===== src/rtl/refsched_pkg.sv =====
package refsched_pkg;

    typedef enum logic [2:0] {
        ST_IDLE,
        ST_CAS,
        ST_RAS,
        ST_PRE,
        ST_SR_CAS,
        ST_SR_HOLD,
        ST_SR_ACT,
        ST_SR_EXIT
    } rs_state_e;

    // Bits needed to hold values 0 .. n-1 (at least one bit).
    function automatic int cbits(input int n);
        return (n < 2) ? 1 : $clog2(n);
    endfunction

    function automatic int imax(input int a, input int b);
        return (a > b) ? a : b;
    endfunction

endpackage


===== src/rtl/refsched_timer.sv =====
module refsched_timer #(
    parameter int INTERVAL = 781
) (
    input  logic clk,
    input  logic rst_n,
    input  logic hold,
    output logic tick
);
    localparam int TW = refsched_pkg::cbits(INTERVAL);
    localparam logic [TW-1:0] LAST = TW'(INTERVAL - 1);

    logic [TW-1:0] cnt;

    always_ff @(posedge clk or negedge rst_n) begin
        if (!rst_n)           cnt <= '0;
        else if (hold)        cnt <= '0;
        else if (cnt == LAST) cnt <= '0;
        else                  cnt <= cnt + 1'b1;
    end

    assign tick = !hold && (cnt == LAST);
endmodule


===== src/rtl/refsched_ledger.sv =====
module refsched_ledger #(
    parameter int ROWS = 4096,
    parameter int PW   = 13
) (
    input  logic          clk,
    input  logic          rst_n,
    input  logic          tick,
    input  logic          done,
    input  logic          clear,
    input  logic          load_full,
    output logic [PW-1:0] pend
);
    localparam logic [PW-1:0] P_MAX  = '1;
    localparam logic [PW-1:0] P_ROWS = PW'(ROWS);

    logic [PW-1:0] nxt_p;

    always_comb begin
        nxt_p = pend;
        if (tick && pend != P_MAX) nxt_p = nxt_p + 1'b1;
        if (done && pend != '0)    nxt_p = nxt_p - 1'b1;
    end

    always_ff @(posedge clk or negedge rst_n) begin
        if (!rst_n)         pend <= '0;
        else if (clear)     pend <= '0;
        else if (load_full) pend <= P_ROWS;
        else                pend <= nxt_p;
    end
endmodule


===== src/rtl/refsched_fsm.sv =====
module refsched_fsm
    import refsched_pkg::*;
#(
    parameter int T_CSR  = 1,
    parameter int T_RAS  = 3,
    parameter int T_RP   = 2,
    parameter int T_RASS = 5000,
    parameter int T_RPS  = 6
) (
    input  logic clk,
    input  logic rst_n,
    input  logic due,
    input  logic more,
    input  logic ref_gnt,
    input  logic sr_req,
    input  logic burst_mode,
    output logic cas_n,
    output logic ras_n,
    output logic own_bus,
    output logic sr_active,
    output logic idle,
    output logic sr_phase,
    output logic done,
    output logic exit_done
);
    localparam int TMAX = imax(imax(imax(T_CSR, T_RAS), imax(T_RP, T_RASS)), T_RPS);
    localparam int CW   = cbits(TMAX);
    localparam logic [CW-1:0] C_CSR  = CW'(T_CSR - 1);
    localparam logic [CW-1:0] C_RAS  = CW'(T_RAS - 1);
    localparam logic [CW-1:0] C_RP   = CW'(T_RP - 1);
    localparam logic [CW-1:0] C_RASS = CW'(T_RASS - 1);
    localparam logic [CW-1:0] C_RPS  = CW'(T_RPS - 1);

    rs_state_e     state, nxt;
    logic [CW-1:0] cnt;
    logic          burst_run;

    // state register, phase counter and burst chain flag
    always_ff @(posedge clk or negedge rst_n) begin
        if (!rst_n) begin
            state     <= ST_IDLE;
            cnt       <= '0;
            burst_run <= 1'b0;
        end else begin
            state <= nxt;
            cnt   <= (nxt != state) ? '0 : cnt + 1'b1;
            if (state == ST_IDLE && nxt == ST_CAS) burst_run <= burst_mode;
            else if (nxt == ST_IDLE)               burst_run <= 1'b0;
        end
    end

    // transitions
    always_comb begin
        nxt = state;
        unique case (state)
            ST_IDLE: begin
                if (sr_req)              nxt = ST_SR_CAS;   // sr_enter
                else if (due && ref_gnt) nxt = ST_CAS;      // grant
            end
            ST_CAS:     if (cnt == C_CSR) nxt = ST_RAS;     // lead_done
            ST_RAS:     if (cnt == C_RAS) nxt = ST_PRE;     // low_done
            ST_PRE:     if (cnt == C_RP)  nxt = (burst_run && more) ? ST_CAS : ST_IDLE;
            ST_SR_CAS:  if (cnt == C_CSR) nxt = ST_SR_HOLD; // sr_lead_done
            ST_SR_HOLD: begin
                if (!sr_req)            nxt = ST_SR_EXIT;   // sr_release
                else if (cnt == C_RASS) nxt = ST_SR_ACT;    // sr_entered
            end
            ST_SR_ACT:  if (!sr_req)      nxt = ST_SR_EXIT; // sr_release
            ST_SR_EXIT: if (cnt == C_RPS) nxt = ST_IDLE;    // sr_done
            default:                      nxt = ST_IDLE;
        endcase
    end

    // outputs
    always_comb begin
        cas_n     = 1'b1;
        ras_n     = 1'b1;
        own_bus   = 1'b1;
        sr_active = 1'b0;
        idle      = 1'b0;
        sr_phase  = 1'b0;
        done      = 1'b0;
        exit_done = 1'b0;
        unique case (state)
            ST_IDLE: begin
                own_bus = 1'b0;
                idle    = 1'b1;
            end
            ST_CAS:  cas_n = 1'b0;
            ST_RAS: begin
                cas_n = 1'b0;
                ras_n = 1'b0;
            end
            ST_PRE:  done = (cnt == C_RP);
            ST_SR_CAS: begin
                cas_n    = 1'b0;
                sr_phase = 1'b1;
            end
            ST_SR_HOLD: begin
                cas_n    = 1'b0;
                ras_n    = 1'b0;
                sr_phase = 1'b1;
            end
            ST_SR_ACT: begin
                cas_n     = 1'b0;
                ras_n     = 1'b0;
                sr_phase  = 1'b1;
                sr_active = 1'b1;
            end
            ST_SR_EXIT: begin
                sr_phase  = 1'b1;
                exit_done = (cnt == C_RPS);
            end
            default: own_bus = 1'b0;
        endcase
    end
endmodule


===== src/rtl/refresh_scheduler.sv =====
module refresh_scheduler #(
    parameter int CLK_KHZ     = 50000,
    parameter int WINDOW_MS   = 64,
    parameter int ROWS        = 4096,
    parameter int MAX_BACKLOG = 8,
    parameter int T_CSR       = 1,
    parameter int T_RAS       = 3,
    parameter int T_RP        = 2,
    parameter int T_RASS      = 5000,
    parameter int T_RPS       = 6
) (
    input  logic clk,
    input  logic rst_n,
    input  logic burst_mode,
    input  logic sr_req,
    input  logic ref_gnt,
    output logic ref_req,
    output logic ref_urgent,
    output logic own_bus,
    output logic cas_n,
    output logic ras_n,
    output logic we_n,
    output logic sr_active
);
    localparam int INTERVAL = CLK_KHZ * WINDOW_MS / ROWS;
    localparam int PW       = refsched_pkg::cbits(ROWS + MAX_BACKLOG + 1);
    localparam logic [PW-1:0] P_ONE   = PW'(1);
    localparam logic [PW-1:0] P_ROWS  = PW'(ROWS);
    localparam logic [PW-1:0] P_URG_D = PW'(MAX_BACKLOG);
    localparam logic [PW-1:0] P_URG_B = PW'(ROWS + MAX_BACKLOG);

    logic          tick, done, exit_done, idle, sr_phase;
    logic          due, more;
    logic [PW-1:0] pend;

    refsched_timer #(.INTERVAL(INTERVAL)) u_timer (
        .clk  (clk),
        .rst_n(rst_n),
        .hold (sr_phase),
        .tick (tick)
    );

    refsched_ledger #(.ROWS(ROWS), .PW(PW)) u_ledger (
        .clk      (clk),
        .rst_n    (rst_n),
        .tick     (tick),
        .done     (done),
        .clear    (exit_done && !burst_mode),
        .load_full(exit_done && burst_mode),
        .pend     (pend)
    );

    assign due        = burst_mode ? (pend >= P_ROWS) : (pend != '0);
    assign more       = pend > P_ONE;
    assign ref_urgent = pend >= (burst_mode ? P_URG_B : P_URG_D);
    assign ref_req    = due && idle && !sr_req;
    assign we_n       = 1'b1;

    refsched_fsm #(
        .T_CSR (T_CSR),
        .T_RAS (T_RAS),
        .T_RP  (T_RP),
        .T_RASS(T_RASS),
        .T_RPS (T_RPS)
    ) u_fsm (
        .clk       (clk),
        .rst_n     (rst_n),
        .due       (due),
        .more      (more),
        .ref_gnt   (ref_gnt),
        .sr_req    (sr_req),
        .burst_mode(burst_mode),
        .cas_n     (cas_n),
        .ras_n     (ras_n),
        .own_bus   (own_bus),
        .sr_active (sr_active),
        .idle      (idle),
        .sr_phase  (sr_phase),
        .done      (done),
        .exit_done (exit_done)
    );
endmodule


===== config.mk =====
export PLATFORM = sky130hd
export DESIGN_NAME = refresh_scheduler
export DESIGN_NICKNAME = d
export VERILOG_FILES = /design/src/rtl/refsched_pkg.sv /design/src/rtl/refsched_timer.sv /design/src/rtl/refsched_ledger.sv /design/src/rtl/refsched_fsm.sv /design/src/rtl/refresh_scheduler.sv
export SDC_FILE = /design/constraint.sdc
export NUM_CORES = 1
export LEC_CHECK = 0
export BUFFER_PORTS_ARGS = -buffer_cell sky130_fd_sc_hd__buf_2
export CAP_MARGIN = 20
export CORE_MARGIN = 2
export CORE_UTILIZATION = 62
export CTS_CLUSTER_DIAMETER = 30
export DETAILED_ROUTE_END_ITERATION = 8
export PLACE_DENSITY = 0.8
export SYNTH_ARGS = -nofsm -noshare
export SYNTH_HDL_FRONTEND = slang
export SYNTH_SLANG_ARGS = --single-unit

===== constraint.sdc =====
create_clock -name clk -period 4.3 [get_ports clk]
set_clock_uncertainty 0.1 [all_clocks]
set_input_delay 0.215 -clock clk [delete_from_list [all_inputs] [get_ports clk]]
set_output_delay 0.215 -clock clk [all_outputs]
set_load 0.03 [all_outputs]

==> results of run 1 <==
==> stage by stage <==
| stage | hold slack [ns] | power (mW) | util | setup slack [ns] |
|---|---|---|---|---|
| 5_1_grt | 0.109 | 1.74 | 0.683 | 0.459 |
| 3_3_place_gp | 0.286 | 1.35 | 0.662 | 1.11 |
| 2_1_floorplan | -0.181 | 1.20 | - | 1.19 |
| 6_report | 0.0706 | 1.61 | 0.683 | 0.922 |
| 3_5_place_dp | 0.286 | 1.37 | 0.662 | 0.982 |
| 4_1_cts | 0.0691 | 1.61 | 0.682 | 0.963 |
==> state kept, by name, indices dropped and copies added (netlist names) <==
register,count
u_fsm.cnt,13
u_ledger.pend,13
u_timer.cnt,10
u_fsm.state,3
u_fsm.burst_run,1
==> layer usage <==
metal / share of wire / GRT usage
met5: 0 / 0
met4: 0.020 / 0.105
met3: 0.035 / 0.0306
met2: 0.48 / 0.399
met1: 0.46 / 0.337
==> how the worst min path moves through the flow <==
| stage | to | from | depth (start not counted) |
|---|---|---|---|
| 2_1_floorplan | u_fsm.burst_run | rst_n | 0 |
| 3_3_place_gp | u_ledger.pend[7] | rst_n | 1 |
| 3_5_place_dp | u_ledger.pend[7] | rst_n | 1 |
| 4_1_cts | u_ledger.pend[12] | burst_mode | 3 |
| 5_1_grt | u_ledger.pend[12] | burst_mode | 3 |
| 6_report | u_ledger.pend[12] | burst_mode | 3 |
==> cells in the mapped netlist, drive strengths merged (2+ instances only) <==
library cell	count	area, sq um
inv	20	75.1
or3	3	18.8
a2111oi	3	32.5
nand2	21	78.8
nor3b	3	27.5
xnor2	15	131
a211oi	3	27.5
nand4	8	50.1
nor2b	2	12.5
a21oi	11	55.1
mux2i	3	30.0
nand2b	3	18.8
nand3	25	125
nor4b	2	38.8
o21ai	11	55.1
and4	6	57.6
nor3	16	85.1
and2	2	13.8
or4	2	18.8
nor4	5	31.3
mux2	3	33.8
ha	11	138
o31ai	2	15.0
clkbuf	4	25.0
o221ai	3	26.3
nor2	47	176
o2111ai	2	17.5
a31oi	3	18.8
dfrtp	40	1000
and3	13	92.6
xor2	22	193
buf	7	77.6
==> critical path, cell delays in order (launching register included) <==
cell and delay [ns]:
sky130_fd_sc_hd__dfrtp_1 0.45, sky130_fd_sc_hd__inv_1 0.09, sky130_fd_sc_hd__ha_1 0.14, sky130_fd_sc_hd__nor4b_4 0.28, sky130_fd_sc_hd__nand3_1 0.32, sky130_fd_sc_hd__nor2_1 0.29
sky130_fd_sc_hd__nor2_1 0.06, sky130_fd_sc_hd__a21oi_1 0.17, sky130_fd_sc_hd__ha_1 0.17, sky130_fd_sc_hd__inv_1 0.05, sky130_fd_sc_hd__nor4_1 0.44, sky130_fd_sc_hd__o2111ai_1 0.27
sky130_fd_sc_hd__mux2i_1 0.24, sky130_fd_sc_hd__xnor2_1 0.13, sky130_fd_sc_hd__nor2b_1 0.13
==> cell type report <==
type / count / area (sq um) / share of cell area
Multi-Input combinational cell: 261 / 1720 / 0.569
Sequential cell: 40 / 1000 / 0.332
Timing Repair Buffer: 14 / 80.1 / 0.0266
Inverter: 20 / 75.1 / 0.0249
Clock buffer: 6 / 72.6 / 0.0241
Tap cell: 52 / 65.1 / 0.0216
Clock inverter: 1 / 5.00 / 0.00166
==> power groups by stage <==
stage	Combinational, mW	Clock (mW)	Sequential, mW
after floorplan	0.658	0	0.544
after global placement	0.732	0	0.620
after detailed placement	0.744	0	0.626
after CTS	0.749	0.241	0.619
after global routing	0.847	0.255	0.642
final	0.752	0.234	0.624
==> cells by family (layout without fill, tap and decap cells) <==
kind of cell    count (synthesis)  in the layout  synth area share
buf+inv                        31             41            0.0614
flops                          40             40             0.346
mux                             6              6            0.0220
other cells                     1              1           0.00130
compound gates                 44             44             0.103
xor+xnor                       37             37             0.112
fa+ha+maj                      11             11            0.0476
simple gates                  162            162             0.307
==> cells in the final DEF, fill, tap and decap left out, types with 3 or more instances in the layout <==
| cell type | count |
|---|---|
| sky130_fd_sc_hd__nor2_1 | 47 |
| sky130_fd_sc_hd__nand4_1 | 8 |
| sky130_fd_sc_hd__dfrtp_1 | 40 |
| sky130_fd_sc_hd__o21ai_1 | 6 |
| sky130_fd_sc_hd__ha_1 | 11 |
| sky130_fd_sc_hd__nand2_1 | 21 |
| sky130_fd_sc_hd__o21ai_0 | 5 |
| sky130_fd_sc_hd__nor3_1 | 15 |
| sky130_fd_sc_hd__nand3_1 | 25 |
| sky130_fd_sc_hd__o221ai_1 | 3 |
| sky130_fd_sc_hd__clkbuf_8 | 5 |
| sky130_fd_sc_hd__mux2i_1 | 3 |
| sky130_fd_sc_hd__inv_1 | 20 |
| sky130_fd_sc_hd__nor4_1 | 5 |
| sky130_fd_sc_hd__or3_1 | 3 |
| sky130_fd_sc_hd__buf_2 | 11 |
| sky130_fd_sc_hd__xnor2_1 | 15 |
| sky130_fd_sc_hd__a21oi_1 | 11 |
| sky130_fd_sc_hd__xor2_1 | 22 |
| sky130_fd_sc_hd__a31oi_1 | 3 |
| sky130_fd_sc_hd__and3_1 | 10 |
| sky130_fd_sc_hd__and4_1 | 4 |
| sky130_fd_sc_hd__nand2b_1 | 3 |
==> repair_timing <==
| action | 4_1_cts | 5_1_grt |
|---|---|---|
| endpoints found under the setup margin | 0 | 0 |
| hold buffers | 1 | 0 |
| endpoints found under the hold margin | 40 | 0 |
==> impl_table.tex, run 1 <==
\begin{tabular}{lr}
\hline
Metric & Value \\
\hline
\multicolumn{2}{l}{\textbf{Run}} \\
\quad MaxCap Viol Count & 0 \\
\multicolumn{2}{l}{\textbf{Global routing}} \\
\quad Initial antenna violation count & 0 \\
\quad Total track usage & 0.247 \\
\quad Maximum number of pins on one net before global-route repair & 41 \\
\quad Wire length of the first global-routing pass & $\sim$10000 um \\
\quad Vias in the first global route & between 2000 and 2500 \\
\quad Sum of overflow across all layers after global routing & 0 \\
\multicolumn{2}{l}{\textbf{Placed design}} \\
\quad Number of port buffers & 10 \\
\quad Placed cell area & roughly 3000 sq um \\
\quad RePlAce Congestion & between 0.9 and 1 \\
\quad HPWL reported at the end of detailed placement & 4460 um \\
\quad Instance count after placement with tap cells included & 385 \\
\multicolumn{2}{l}{\textbf{Pwr}} \\
\quad Proportion of power drawn by the clock network & 0.145 \\
\quad Combinational share of power & 0.467 \\
\quad Maximum VDD drop & just under 0.0003 V \\
\quad Static leakage & between 1 and 1.5 nW \\
\quad Sw frac & 0.462 \\
\quad Power density of the placed cells & roughly 530 nW/um\^{}2 \\
\quad Sequential Power Share & 0.388 \\
\quad Net Sw Power & about 740 uW \\
\quad Internal Pwr Total & between 800 and 900 uW \\
\multicolumn{2}{l}{\textbf{Synthesis}} \\
\quad Most used flip-flop cell after synthesis & sky130\_fd\_sc\_hd\_\_dfrtp\_1 \\
\quad Gate count after technology mapping & about 330 \\
\quad Post-synth EDFFs & 0 \\
\quad Distinct cells, synth & just under 60 \\
\quad Synthesized netlist net count & 348 \\
\quad Post-synthesis sequential area ratio & 0.346 \\
\quad Number of flip-flops and latches in the synthesized netlist & 40 \\
\quad Summed instance area of the synthesized netlist & 2890 sq um \\
\quad Async SR Flop Fraction & 1.00 \\
\quad Yosys warning count & 0 \\
\quad Average size of a mapped cell & between 8 and 9 sq um \\
\multicolumn{2}{l}{\textbf{STA}} \\
\quad Setup-violating endpoint count in the final report & 0 \\
\quad Maximum frequency from static timing analysis & 296 MHz \\
\quad RSZ-0062 raised after global routing & no \\
\quad Slew at the pin closest to its max-slew limit & slightly below 0.9 ns \\
\quad Final hold viol count & 0 \\
\quad Post-Route Setup TNS & 0 ns \\
\quad Number of max-slew violations in the final report & 0 \\
\quad Min Tclk post-route & roughly 3.4 ns \\
\quad Part of the cycle the worst path needs & 0.786 \\
\quad Worst rel slew slack & 0.407 \\
\multicolumn{2}{l}{\textbf{Routing}} \\
\quad Vias per inst & 6.12 \\
\quad Vias & $\sim$2400 \\
\quad Drt wl/cell & between 15 and 20 um \\
\quad Number of violations reported at the end of detailed-routing iteration 0 & 178 \\
\quad Total Routed Length & roughly 6000 um \\
\quad Number of nets with antenna violations after detailed routing & 0 \\
\quad Drt drc & 0 \\
\quad Initial DRT Pass Iterations & 4 \\
\multicolumn{2}{l}{\textbf{Worst hold path}} \\
\quad Min-delay worst type & input port to flip-flop \\
\multicolumn{2}{l}{\textbf{Worst setup path}} \\
\quad Type of origin of the critical path & flip-flop \\
\quad Worst setup startpoint & u\_timer.cnt[0] \\
\quad Origin of the critical flop-to-flop path & u\_timer.cnt[0] \\
\quad Arrival time at the worst endpoint & about 3.5 ns \\
\quad RR Endpoint & u\_ledger.pend[8] \\
\quad Nature of the critical path endpoint & flip-flop \\
\quad Crit Path Max Fanout & 7 \\
\quad R2R setup slack & 0.92 ns \\
\quad Required time of the critical path & between 4 and 5 ns \\
\quad Path depth of the worst reg2reg path & 14 \\
\quad WS Path Type & flip-flop to flip-flop \\
\quad Critical path destination & u\_ledger.pend[8] \\
\multicolumn{2}{l}{\textbf{Clocking}} \\
\quad Number of buffers created by CTS & 5 \\
\quad Post-CTS setup buffer count & 0 \\
\quad CTS root buffer & sky130\_fd\_sc\_hd\_\_clkbuf\_8 \\
\quad CTS tree & done \\
\quad Latest clock arrival within the worst-skew pair & 0.29 ns \\
\quad Resize count post-CTS & 0 \\
\quad Clock sinks & 40 \\
\quad Number of H-tree levels & 2 \\
\quad Clock buffer depth & 2 \\
\quad CTS clk-pin slew, worst paths & 0.07 ns \\
\multicolumn{2}{l}{\textbf{Cells and area}} \\
\quad ANT cells & 0 \\
\quad Final std cells w/o fill & about 400 \\
\quad Number of nets in the final layout & 358 \\
\quad Share of post-route cells with drive strength above 1 & 0.105 \\
\quad Post-layout instance area & 3010 sq um \\
\quad Number of filler instances in the final layout & between 300 and 400 \\
\quad Relative area change from synthesis to final layout & 4.15\% \\
\multicolumn{2}{l}{\textbf{Run status}} \\
\quad Result of the run & finished, final reports clean \\
\multicolumn{2}{l}{\textbf{Floorplanning}} \\
\quad DIE AREA & roughly 5200 sq um \\
\quad Starting density of the core & 0.656 \\
\quad Number of top-level pins & 12 \\
\quad Chip width & a little over 70 um \\
\quad Site Rows & 24 \\
\quad Core box area & around 4400 sq um \\
\quad Die Ht & around 72 um \\
\hline
\end{tabular}
No activity file was read; power rests on OpenSTA's default activity.
==> inputs of run 2 (changes only) <==
--- a/config.mk
+++ b/config.mk
@@ -5,13 +5,14 @@
 export SDC_FILE = /design/constraint.sdc
 export NUM_CORES = 1
 export LEC_CHECK = 0
+export ABC_AREA = 1
 export BUFFER_PORTS_ARGS = -buffer_cell sky130_fd_sc_hd__buf_2
 export CAP_MARGIN = 20
 export CORE_MARGIN = 2
-export CORE_UTILIZATION = 62
+export CORE_UTILIZATION = 63
 export CTS_CLUSTER_DIAMETER = 30
 export DETAILED_ROUTE_END_ITERATION = 8
-export PLACE_DENSITY = 0.8
+export PLACE_DENSITY = 0.81
 export SYNTH_ARGS = -nofsm -noshare
 export SYNTH_HDL_FRONTEND = slang
 export SYNTH_SLANG_ARGS = --single-unit
==> constraint.sdc (replaced) <==
create_clock -name clk -period 3.4 [get_ports clk]
set_clock_uncertainty 0.1 [all_clocks]
set_input_delay 0.17 -clock clk [delete_from_list [all_inputs] [get_ports clk]]
set_output_delay 0.17 -clock clk [all_outputs]
set_load 0.03 [all_outputs]
==> run 2 against run 1 <==
Compared with the run above:
- via count is 23% higher
- cell count is 43% higher
- sequential power is 25% higher
- first-iteration DRC count is 9.0% lower
- design area is 13% higher
- synthesized cell count is 45% higher
- setup slack worse by 0.11 ns
- critical path type unchanged
- largest power group unchanged
==> impl_table.tex, run 2 <==
\begin{tabular}{lr}
\hline
Metric & Value \\
\hline
\multicolumn{2}{l}{\textbf{Run status}} \\
\quad Result of the run & finished, final reports clean (unchanged) \\
\multicolumn{2}{l}{\textbf{Routing}} \\
\quad Drt wl/cell & 12.7 um (was 15.2 um) \\
\quad Drt drc & 0 (unchanged) \\
\quad Initial DRT Pass Iterations & 5 (was 4) \\
\quad Vias & 2967 (was 2410) \\
\quad Number of nets with antenna violations after detailed routing & 0 (unchanged) \\
\quad Vias per inst & 5.27 (was 6.12) \\
\quad Number of violations reported at the end of detailed-routing iteration 0 & 162 (was 178) \\
\quad Total Routed Length & 7170 um (was 5990 um) \\
\multicolumn{2}{l}{\textbf{Synthesis}} \\
\quad Distinct cells, synth & 33 (was 59) \\
\quad Summed instance area of the synthesized netlist & 3200 sq um (was 2890 sq um) \\
\quad Share of the synthesized area in the top cell type & 0.313 (was 0.346) \\
\quad Most used flip-flop cell after synthesis & sky130\_fd\_sc\_hd\_\_dfrtp\_1 (unchanged) \\
\quad Gate count after technology mapping & 482 (was 332) \\
\quad Average size of a mapped cell & 6.63 sq um (was 8.72 sq um) \\
\quad Post-synthesis sequential area ratio & 0.313 (was 0.346) \\
\quad Area fraction in compound gates after synthesis & 0.0556 (was 0.103) \\
\quad Dominant combinational cell family by area after synthesis & simple AND/OR/NAND/NOR gates (unchanged) \\
\quad Synthesized netlist net count & 498 (was 348) \\
\quad Commonest cells in the synthesized netlist & 117 x sky130\_fd\_sc\_hd\_\_nand2\_1, 79 x sky130\_fd\_sc\_hd\_\_nor2\_1, 72 x sky130\_fd\_sc\_hd\_\_inv\_1 (was 47 x sky130\_fd\_sc\_hd\_\_nor2\_1, 40 x sky130\_fd\_sc\_hd\_\_dfrtp\_1, 25 x sky130\_fd\_sc\_hd\_\_nand3\_1) \\
\quad Xor and xnor fraction of the mapped netlist area & 0.0544 (was 0.112) \\
\quad Synth area leader & sky130\_fd\_sc\_hd\_\_dfrtp\_1 (unchanged) \\
\quad Share of synthesized cell area in full adder, half adder and majority cells & 0.0430 (was 0.0476) \\
\quad Async SR Flop Fraction & 1.00 (unchanged) \\
\quad Portion of netlist area occupied by mux cells & 0 (was 0.0220) \\
\quad Number of flip-flops and latches in the synthesized netlist & 40 (unchanged) \\
\quad Yosys warning count & 0 (unchanged) \\
\quad Simple-gate area share of the yosys netlist & 0.422 (was 0.307) \\
\quad Most used standard cell by instance count after synthesis & sky130\_fd\_sc\_hd\_\_nand2\_1 (was sky130\_fd\_sc\_hd\_\_nor2\_1) \\
\quad Post-synth EDFFs & 0 (unchanged) \\
\quad Top post-synthesis cells by area & sky130\_fd\_sc\_hd\_\_dfrtp\_1 31\%, sky130\_fd\_sc\_hd\_\_nand2\_1 14\%, sky130\_fd\_sc\_hd\_\_nor2\_1 9.3\%, sky130\_fd\_sc\_hd\_\_inv\_1 8.5\%, sky130\_fd\_sc\_hd\_\_nand3\_1 5.6\% (was sky130\_fd\_sc\_hd\_\_dfrtp\_1 35\%, sky130\_fd\_sc\_hd\_\_xor2\_1 6.7\%, sky130\_fd\_sc\_hd\_\_nor2\_1 6.1\%, sky130\_fd\_sc\_hd\_\_ha\_1 4.8\%, sky130\_fd\_sc\_hd\_\_xnor2\_1 4.5\%) \\
\multicolumn{2}{l}{\textbf{Pwr}} \\
\quad Static leakage & 1.76 nW (was 1.35 nW) \\
\quad Total power draw & 3.03 mW (was 1.61 mW) \\
\quad Maximum VDD drop & 0.000680 V (was 0.000292 V) \\
\quad Power density of the placed cells & 886 nW/um\^{}2 (was 534 nW/um\^{}2) \\
\multicolumn{2}{l}{\textbf{STA}} \\
\quad Final hold viol count & 0 (unchanged) \\
\quad Setup-violating endpoint count in the final report & 0 (unchanged) \\
\quad Maximum frequency from static timing analysis & 387 MHz (was 296 MHz) \\
\quad Slew at the pin closest to its max-slew limit & 0.916 ns (was 0.889 ns) \\
\quad Post-Route Setup TNS & 0 ns (unchanged) \\
\quad Min Tclk post-route & 2.58 ns (was 3.38 ns) \\
\quad PnR worst setup slack & 0.817 ns (was 0.922 ns) \\
\quad Part of the cycle the worst path needs & 0.760 (was 0.786) \\
\quad Number of max-slew violations in the final report & 0 (unchanged) \\
\quad Worst rel slew slack & 0.389 (was 0.407) \\
\quad RSZ-0062 raised after global routing & no (unchanged) \\
\multicolumn{2}{l}{\textbf{Worst hold path}} \\
\quad Min-delay worst type & input port to flip-flop (unchanged) \\
\multicolumn{2}{l}{\textbf{Worst setup path}} \\
\quad Nature of the critical path endpoint & flip-flop (unchanged) \\
\quad Cells along the critical path & ha\_1 -> nand3\_4 -> inv\_2 -> nand2\_2 -> nor2\_1 -> nand2\_1 -> nand2\_1 -> nand2\_1 -> nand2\_1 -> ha\_1 -> inv\_1 -> nor2\_1 -> nand2\_1 -> nor2\_4 -> nand3\_1 -> o21ai\_0 -> a21oi\_1 (was inv\_1 -> ha\_1 -> nor4b\_4 -> nand3\_1 -> nor2\_1 -> nor2\_1 -> a21oi\_1 -> ha\_1 -> inv\_1 -> nor4\_1 -> o2111ai\_1 -> mux2i\_1 -> xnor2\_1 -> nor2b\_1) \\
\quad Cell repeated most along the worst path & sky130\_fd\_sc\_hd\_\_nand2\_1 \\
\quad R2R setup slack & 0.82 ns (was 0.92 ns) \\
\quad Buf+Inv Stages, Crit Path & 2 (unchanged) \\
\quad Required time of the critical path & 3.48 ns (was 4.43 ns) \\
\quad Kind of cell adding the most delay to the critical path & simple AND/OR/NAND/NOR gates (unchanged) \\
\quad Largest stage delay on the critical path & 0.43 ns (was 0.45 ns) \\
\quad Slowest cell on crit path & sky130\_fd\_sc\_hd\_\_dfrtp\_1 (unchanged) \\
\quad WS Path Type & flip-flop to flip-flop (unchanged) \\
\quad Type of origin of the critical path & flip-flop (unchanged) \\
\quad Crit Path Max Fanout & 7 (unchanged) \\
\quad Arrival time at the worst endpoint & 2.67 ns (was 3.50 ns) \\
\multicolumn{2}{l}{\textbf{Floorplanning}} \\
\quad Die Ht & 75.3 um (was 72.3 um) \\
\quad Number of top-level pins & 12 (unchanged) \\
\quad Chip width & 75.3 um (was 72.3 um) \\
\quad DIE AREA & 5660 sq um (was 5230 sq um) \\
\quad Starting density of the core & 0.664 (was 0.656) \\
\quad Core box area & 4820 sq um (was 4410 sq um) \\
\quad Site Rows & 25 (was 24) \\
\multicolumn{2}{l}{\textbf{Run}} \\
\quad MaxCap Viol Count & 0 (unchanged) \\
\multicolumn{2}{l}{\textbf{Placed design}} \\
\quad Number of port buffers & 10 (unchanged) \\
\quad RePlAce Congestion & 0.966 (was 0.929) \\
\quad HPWL reported at the end of detailed placement & 5560 um (was 4460 um) \\
\quad Instance count after placement with tap cells included & 554 (was 385) \\
\quad Worst slack, placed & 0.883 ns (was 0.982 ns) \\
\multicolumn{2}{l}{\textbf{Cells and area}} \\
\quad Share of post-route cells with drive strength above 1 & 0.117 (was 0.105) \\
\quad Relative area change from synthesis to final layout & 6.92\% (was 4.15\%) \\
\quad Number of nets in the final layout & 511 (was 358) \\
\quad ANT cells & 0 (unchanged) \\
\quad Final std cells w/o fill & 563 (was 394) \\
\quad Most used cells in the layout excluding fill and tap cells & 117 x sky130\_fd\_sc\_hd\_\_nand2\_1, 79 x sky130\_fd\_sc\_hd\_\_nor2\_1, 72 x sky130\_fd\_sc\_hd\_\_inv\_1 (was 47 x sky130\_fd\_sc\_hd\_\_nor2\_1, 40 x sky130\_fd\_sc\_hd\_\_dfrtp\_1, 25 x sky130\_fd\_sc\_hd\_\_nand3\_1) \\
\quad Most common cell after layout, fill and taps aside & sky130\_fd\_sc\_hd\_\_nand2\_1 (was sky130\_fd\_sc\_hd\_\_nor2\_1) \\
\quad Largest registers & u\_fsm.cnt (13), u\_ledger.pend (13), u\_timer.cnt (10) (unchanged) \\
\multicolumn{2}{l}{\textbf{Clocking}} \\
\quad CTS clk-pin slew, worst paths & 0.07 ns (about the same) \\
\quad Number of H-tree levels & 2 (unchanged) \\
\quad CTS tree & done (unchanged) \\
\quad CTS root buffer & sky130\_fd\_sc\_hd\_\_clkbuf\_8 (unchanged) \\
\quad Total of hold buffers inserted after clock tree synthesis & 1 (unchanged) \\
\quad Clock buffer depth & 2 (unchanged) \\
\quad Number of buffers created by CTS & 5 (unchanged) \\
\quad Post-CTS setup buffer count & 0 (unchanged) \\
\quad Clock sinks & 40 (unchanged) \\
\quad Resize count post-CTS & 0 (unchanged) \\
\quad Latest clock arrival within the worst-skew pair & 0.30 ns (was 0.29 ns) \\
\multicolumn{2}{l}{\textbf{Global routing}} \\
\quad Maximum number of pins on one net before global-route repair & 41 (unchanged) \\
\quad Sum of overflow across all layers after global routing & 0 (unchanged) \\
\quad Initial antenna violation count & 0 (unchanged) \\
\quad Total track usage & 0.281 (was 0.247) \\
\quad Vias in the first global route & 2787 (was 2220) \\
\quad Wire length of the first global-routing pass & 12200 um (was 10200 um) \\
\hline
\end{tabular}
run 2: cell types whose count changed in the layout (fill, tap and decap cells not counted), sizes merged, moves of 6 or more:
cell   change
nor2      +46
and3      -12
nand3     +13
and4       -6
nand2    +107
xnor2     -13
inv       +56
run 2: stage by stage:
step            util  instance area [sq um]  hold slack (ns)
3_5_place_dp   0.682                   3280            0.247
6_report       0.710                   3420           0.0465
5_1_grt        0.710                   3420           0.0549
4_1_cts        0.710                   3420           0.0470
2_1_floorplan      -                   3200           -0.226
3_3_place_gp   0.682                   3280            0.236
run 2: cell type report:
cell class                 instances  area [sq um]
inverter                          77           290
tap                               67          83.8
fill                             456          1400
sequential                        40          1000
clock inverter                     1          30.0
multi-input combinational        358          1840
timing repair buffer              13          75.1
clock buffer                       7          96.3
run 2: tightest hold or removal path, stage by stage:
cell and delay [ns]:
sky130_fd_sc_hd__buf_2 0.13, sky130_fd_sc_hd__nand2_1 0.06, sky130_fd_sc_hd__nand2_1 0.05
run 2: cell families (layout without fill, tap and decap cells):
family                   Yosys count  after routing
AO/OA/AOI/OAI                     32             32
XOR/XNOR                          19             19
adder cells (fa/ha/maj)           11             11
buffers and inverters             84             98
flip-flops                        40             40
other                              1              1
AND/OR/NAND/NOR                  295            295
run 2: layer usage:
metal  vias to the layer above  wire [um]  global-route usage
met5                         -          0                   0
met4                         0         98              0.0858
met3                         9        382              0.0402
met2                        67       3330               0.457
met1                      1380       3360               0.392
li1                       1511          -                   -
run 2: worst paths after layout:
path | to | start | cells past startpoint
max reg2reg | u_ledger.pend[6] | u_ledger.pend[0] | 17
min reg2reg | u_timer.cnt[0] | u_timer.cnt[0] | 1
max in group asynchronous | u_ledger.pend[12] | rst_n | 2
min | u_ledger.pend[12] | burst_mode | 3
max | u_ledger.pend[6] | u_ledger.pend[0] | 17
min in group asynchronous | u_fsm.cnt[5] | rst_n | 2
run 2: report_power, final:
group	internal [mW]	switching [mW]
combinational	0.577	1.25
sequential	0.602	0.178
clock	0.259	0.168
total	1.44	1.59
==> inputs of run 3 (changes only) <==
--- a/config.mk
+++ b/config.mk
@@ -5,14 +5,14 @@
 export SDC_FILE = /design/constraint.sdc
 export NUM_CORES = 1
 export LEC_CHECK = 0
-export ABC_AREA = 1
+export ABC_AREA = 0
 export BUFFER_PORTS_ARGS = -buffer_cell sky130_fd_sc_hd__buf_2
 export CAP_MARGIN = 20
 export CORE_MARGIN = 2
-export CORE_UTILIZATION = 63
+export CORE_UTILIZATION = 62
 export CTS_CLUSTER_DIAMETER = 30
 export DETAILED_ROUTE_END_ITERATION = 8
-export PLACE_DENSITY = 0.81
+export PLACE_DENSITY = 0.8
 export SYNTH_ARGS = -nofsm -noshare
 export SYNTH_HDL_FRONTEND = slang
 export SYNTH_SLANG_ARGS = --single-unit
==> constraint.sdc (replaced) <==
create_clock -name clk -period 2.6 [get_ports clk]
set_clock_uncertainty 0.1 [all_clocks]
set_input_delay 0.13 -clock clk [delete_from_list [all_inputs] [get_ports clk]]
set_output_delay 0.13 -clock clk [all_outputs]
set_load 0.03 [all_outputs]
==> run 3 against run 2 <==
Compared with the run above:
- the flow now finishes with violations (setup timing)
- sequential power is 16% higher
- combinational power is 11% higher
- die area is 7.6% lower
- largest power group unchanged
- critical path type unchanged
- clock power is 1% higher
==> impl_table.tex, run 3 (same netlist as run 1, synthesis figures left out) <==
\begin{tabular}{lr}
\hline
Metric & Value \\
\hline
\multicolumn{2}{l}{\textbf{Run status}} \\
\quad Result of the run & complete, but fails checks (was finished, final reports clean) \\
\quad Failing checks & setup timing \\
\multicolumn{2}{l}{\textbf{Placed design}} \\
\quad Number of port buffers & 10 (unchanged) \\
\quad Instance count after placement with tap cells included & 443 (was 554) \\
\quad HPWL reported at the end of detailed placement & 5420 um (was 5560 um) \\
\quad RePlAce Congestion & 0.950 (was 0.966) \\
\quad Worst slack, placed & -0.186 ns (was 0.883 ns) \\
\multicolumn{2}{l}{\textbf{Pwr}} \\
\quad Maximum VDD drop & 0.000586 V (was 0.000680 V) \\
\quad Power density of the placed cells & 897 nW/um\^{}2 (was 886 nW/um\^{}2) \\
\quad Internal Pwr Total & 1.81 mW (was 1.44 mW) \\
\quad Proportion of power drawn by the clock network & 0.129 (was 0.141) \\
\quad Static leakage & 1.71 nW (was 1.76 nW) \\
\quad Combinational share of power & 0.602 (about the same) \\
\quad Net Sw Power & 1.54 mW (was 1.59 mW) \\
\quad Sw frac & 0.459 (was 0.525) \\
\quad Sequential Power Share & 0.269 (was 0.257) \\
\multicolumn{2}{l}{\textbf{Worst hold path}} \\
\quad Min-delay worst type & input port to flip-flop (unchanged) \\
\quad Count of cells along the worst hold path & 3 (unchanged) \\
\multicolumn{2}{l}{\textbf{Global routing}} \\
\quad Wire length of the first global-routing pass & 12700 um (was 12200 um) \\
\quad Sum of overflow across all layers after global routing & 0 (unchanged) \\
\quad Initial antenna violation count & 0 (unchanged) \\
\quad Total track usage & 0.312 (was 0.281) \\
\quad Vias in the first global route & 2815 (was 2787) \\
\quad Maximum number of pins on one net before global-route repair & 41 (unchanged) \\
\multicolumn{2}{l}{\textbf{STA}} \\
\quad Part of the cycle the worst path needs & 1.08 (was 0.760) \\
\quad Setup-violating endpoint count in the final report & 6 (was 0) \\
\quad Slew at the pin closest to its max-slew limit & 0.881 ns (was 0.916 ns) \\
\quad PnR worst setup slack & -0.201 ns (was 0.817 ns) \\
\quad Min Tclk post-route & 2.80 ns (was 2.58 ns) \\
\quad Maximum frequency from static timing analysis & 357 MHz (was 387 MHz) \\
\quad Number of max-slew violations in the final report & 0 (unchanged) \\
\quad Final hold viol count & 0 (unchanged) \\
\quad RSZ-0062 raised after global routing & yes (was no) \\
\quad Worst rel slew slack & 0.412 (was 0.389) \\
\quad WHS & 0.158 ns (was 0.0465 ns) \\
\multicolumn{2}{l}{\textbf{Floorplanning}} \\
\quad Chip width & 72.3 um (was 75.3 um) \\
\quad Number of top-level pins & 12 (unchanged) \\
\quad Core box area & 4410 sq um (was 4820 sq um) \\
\quad Die Ht & 72.3 um (was 75.3 um) \\
\quad Starting density of the core & 0.656 (was 0.664) \\
\quad DIE AREA & 5230 sq um (was 5660 sq um) \\
\quad Site Rows & 24 (was 25) \\
\multicolumn{2}{l}{\textbf{Worst setup path}} \\
\quad Path depth of the worst reg2reg path & 8 (was 17) \\
\quad RR Endpoint & u\_ledger.pend[7] (was u\_ledger.pend[6]) \\
\quad Worst setup startpoint & u\_ledger.pend[1] (was u\_ledger.pend[0]) \\
\quad Arrival time at the worst endpoint & 2.94 ns (was 2.67 ns) \\
\quad Required time of the critical path & 2.73 ns (was 3.48 ns) \\
\quad Critical path destination & u\_ledger.pend[7] (was u\_ledger.pend[6]) \\
\quad Type of origin of the critical path & flip-flop (unchanged) \\
\quad Buf+Inv Stages, Crit Path & 0 (was 2) \\
\quad WS Path Type & flip-flop to flip-flop (unchanged) \\
\quad Slowest cell on crit path & sky130\_fd\_sc\_hd\_\_or4\_4 (was sky130\_fd\_sc\_hd\_\_dfrtp\_1) \\
\quad Origin of the critical flop-to-flop path & u\_ledger.pend[1] (was u\_ledger.pend[0]) \\
\quad R2R setup slack & -0.20 ns (was 0.82 ns) \\
\quad Cells along the critical path & ha\_4 -> and3\_4 -> nand4\_1 -> a2111oi\_0 -> nor3\_1 -> or4\_4 -> or3\_4 -> a21oi\_2 (was ha\_1 -> nand3\_4 -> inv\_2 -> nand2\_2 -> nor2\_1 -> nand2\_1 -> nand2\_1 -> nand2\_1 -> nand2\_1 -> ha\_1 -> inv\_1 -> nor2\_1 -> nand2\_1 -> nor2\_4 -> nand3\_1 -> o21ai\_0 -> a21oi\_1) \\
\quad Logic depth of the worst setup path including buffers & 8 (was 17) \\
\quad Crit Path Max Fanout & 6 (was 7) \\
\quad Nature of the critical path endpoint & flip-flop (unchanged) \\
\quad Kind of cell adding the most delay to the critical path & simple AND/OR/NAND/NOR gates (unchanged) \\
\quad Largest stage delay on the critical path & 0.55 ns (was 0.43 ns) \\
\multicolumn{2}{l}{\textbf{Routing}} \\
\quad Number of violations reported at the end of detailed-routing iteration 0 & 211 (was 162) \\
\quad Initial DRT Pass Iterations & 5 (unchanged) \\
\quad Number of nets with antenna violations after detailed routing & 0 (unchanged) \\
\quad Vias per inst & 6.27 (was 5.27) \\
\quad Drt wl/cell & 17.6 um (was 12.7 um) \\
\quad Vias & 2879 (was 2967) \\
\quad Drt drc & 0 (unchanged) \\
\quad Total Routed Length & 8090 um (was 7170 um) \\
\multicolumn{2}{l}{\textbf{Cells and area}} \\
\quad Most used cells in the layout excluding fill and tap cells & 65 x sky130\_fd\_sc\_hd\_\_buf\_4, 44 x sky130\_fd\_sc\_hd\_\_nor2\_1, 39 x sky130\_fd\_sc\_hd\_\_dfrtp\_1 (was 117 x sky130\_fd\_sc\_hd\_\_nand2\_1, 79 x sky130\_fd\_sc\_hd\_\_nor2\_1, 72 x sky130\_fd\_sc\_hd\_\_inv\_1) \\
\quad Share of the core filled with cells in the final layout & 0.847 (was 0.710) \\
\quad Largest registers & u\_fsm.cnt (13), u\_ledger.pend (13), u\_timer.cnt (10) (unchanged) \\
\quad Number of nets in the final layout & 422 (was 511) \\
\quad Share of post-route cells with drive strength above 1 & 0.312 (was 0.117) \\
\quad Most common cell after layout, fill and taps aside & sky130\_fd\_sc\_hd\_\_buf\_4 (was sky130\_fd\_sc\_hd\_\_nand2\_1) \\
\quad Relative area change from synthesis to final layout & 29.1\% (was 6.92\%) \\
\quad ANT cells & 0 (unchanged) \\
\quad Final std cells w/o fill & 459 (was 563) \\
\multicolumn{2}{l}{\textbf{Clocking}} \\
\quad Number of buffers created by CTS & 5 (unchanged) \\
\quad CTS clk-pin slew, worst paths & 0.09 ns (was 0.07 ns) \\
\quad CTS tree & done (unchanged) \\
\quad Number of H-tree levels & 2 (unchanged) \\
\quad Latest clock arrival within the worst-skew pair & 0.31 ns (was 0.30 ns) \\
\quad Clock sinks & 40 (unchanged) \\
\quad CTS root buffer & sky130\_fd\_sc\_hd\_\_clkbuf\_8 (unchanged) \\
\quad Clock buffer depth & 2 (unchanged) \\
\multicolumn{2}{l}{\textbf{Run}} \\
\quad MaxCap Viol Count & 0 (unchanged) \\
\hline
\end{tabular}
==> run 3: worst register-to-register path, cell delays in order (launching register included) <==
cell	delay [ns]
sky130_fd_sc_hd__dfrtp_1	0.43
sky130_fd_sc_hd__ha_4	0.17
sky130_fd_sc_hd__and3_4	0.21
sky130_fd_sc_hd__nand4_1	0.15
sky130_fd_sc_hd__a2111oi_0	0.50
sky130_fd_sc_hd__nor3_1	0.12
sky130_fd_sc_hd__or4_4	0.55
sky130_fd_sc_hd__or3_4	0.39
sky130_fd_sc_hd__a21oi_2	0.12
==> run 3: cell type report <==
| cell class | instances | area, sq um |
|---|---|---|
| multi-input cells | 261 | 1940 |
| well taps | 52 | 65.1 |
| inverters | 20 | 75.1 |
| fillers | 257 | 677 |
| flip-flops and latches | 40 | 1000 |
| clock buffers | 6 | 72.6 |
| repair buffers | 78 | 569 |
| clock inverters | 2 | 16.3 |
==> run 3: timing repair <==
action | CTS | global route
setup endpoints to repair | 7 | 24
resized for setup | 6 | 17
pin swaps | 7 | 3
setup buffers | 3 | 3
hold endpoints to repair | 42 | 0
hold buffers | 2 | 0
==> run 3: worst min-delay path by stage <==
stage | from | to | slack, ns
floorplan | rst_n | u_fsm.burst_run | -0.27
global placement | rst_n | u_ledger.pend[4] | 0.19
detailed placement | rst_n | u_ledger.pend[4] | 0.20
CTS | sr_req | u_fsm.burst_run | 0.14
global route | sr_req | u_fsm.burst_run | 0.17
finish | sr_req | u_fsm.burst_run | 0.16
==> run 3: metal layers <==
metal | vias to the layer above | global-route usage | routed length [um] | part of all wire
met5 | - | 0 | 0 | 0
met4 | 0 | 0.155 | 351 | 0.043
met3 | 40 | 0.0500 | 424 | 0.052
met2 | 141 | 0.536 | 4180 | 0.52
met1 | 1378 | 0.378 | 3140 | 0.39
li1 | 1320 | - | - | -
==> run 3: power groups by stage <==
stage / clock network [mW] / registers, mW / logic, mW
2_1_floorplan: 0 / 0.906 / 1.14
3_3_place_gp: 0 / 0.901 / 1.75
3_5_place_dp: 0 / 0.901 / 1.80
4_1_cts: 0.436 / 0.890 / 1.84
5_1_grt: 0.453 / 0.916 / 2.18
6_report: 0.433 / 0.900 / 2.02
==> run 3: metrics by stage <==
step,power [mW],setup TNS [ns],cell area (sq um)
6_report,3.35,-0.926,3740
5_1_grt,3.55,-2.38,3740
4_1_cts,3.17,-0.523,3600
2_1_floorplan,2.05,-0.233,2980
3_3_place_gp,2.65,-0.165,3450
3_5_place_dp,2.70,-0.762,3450
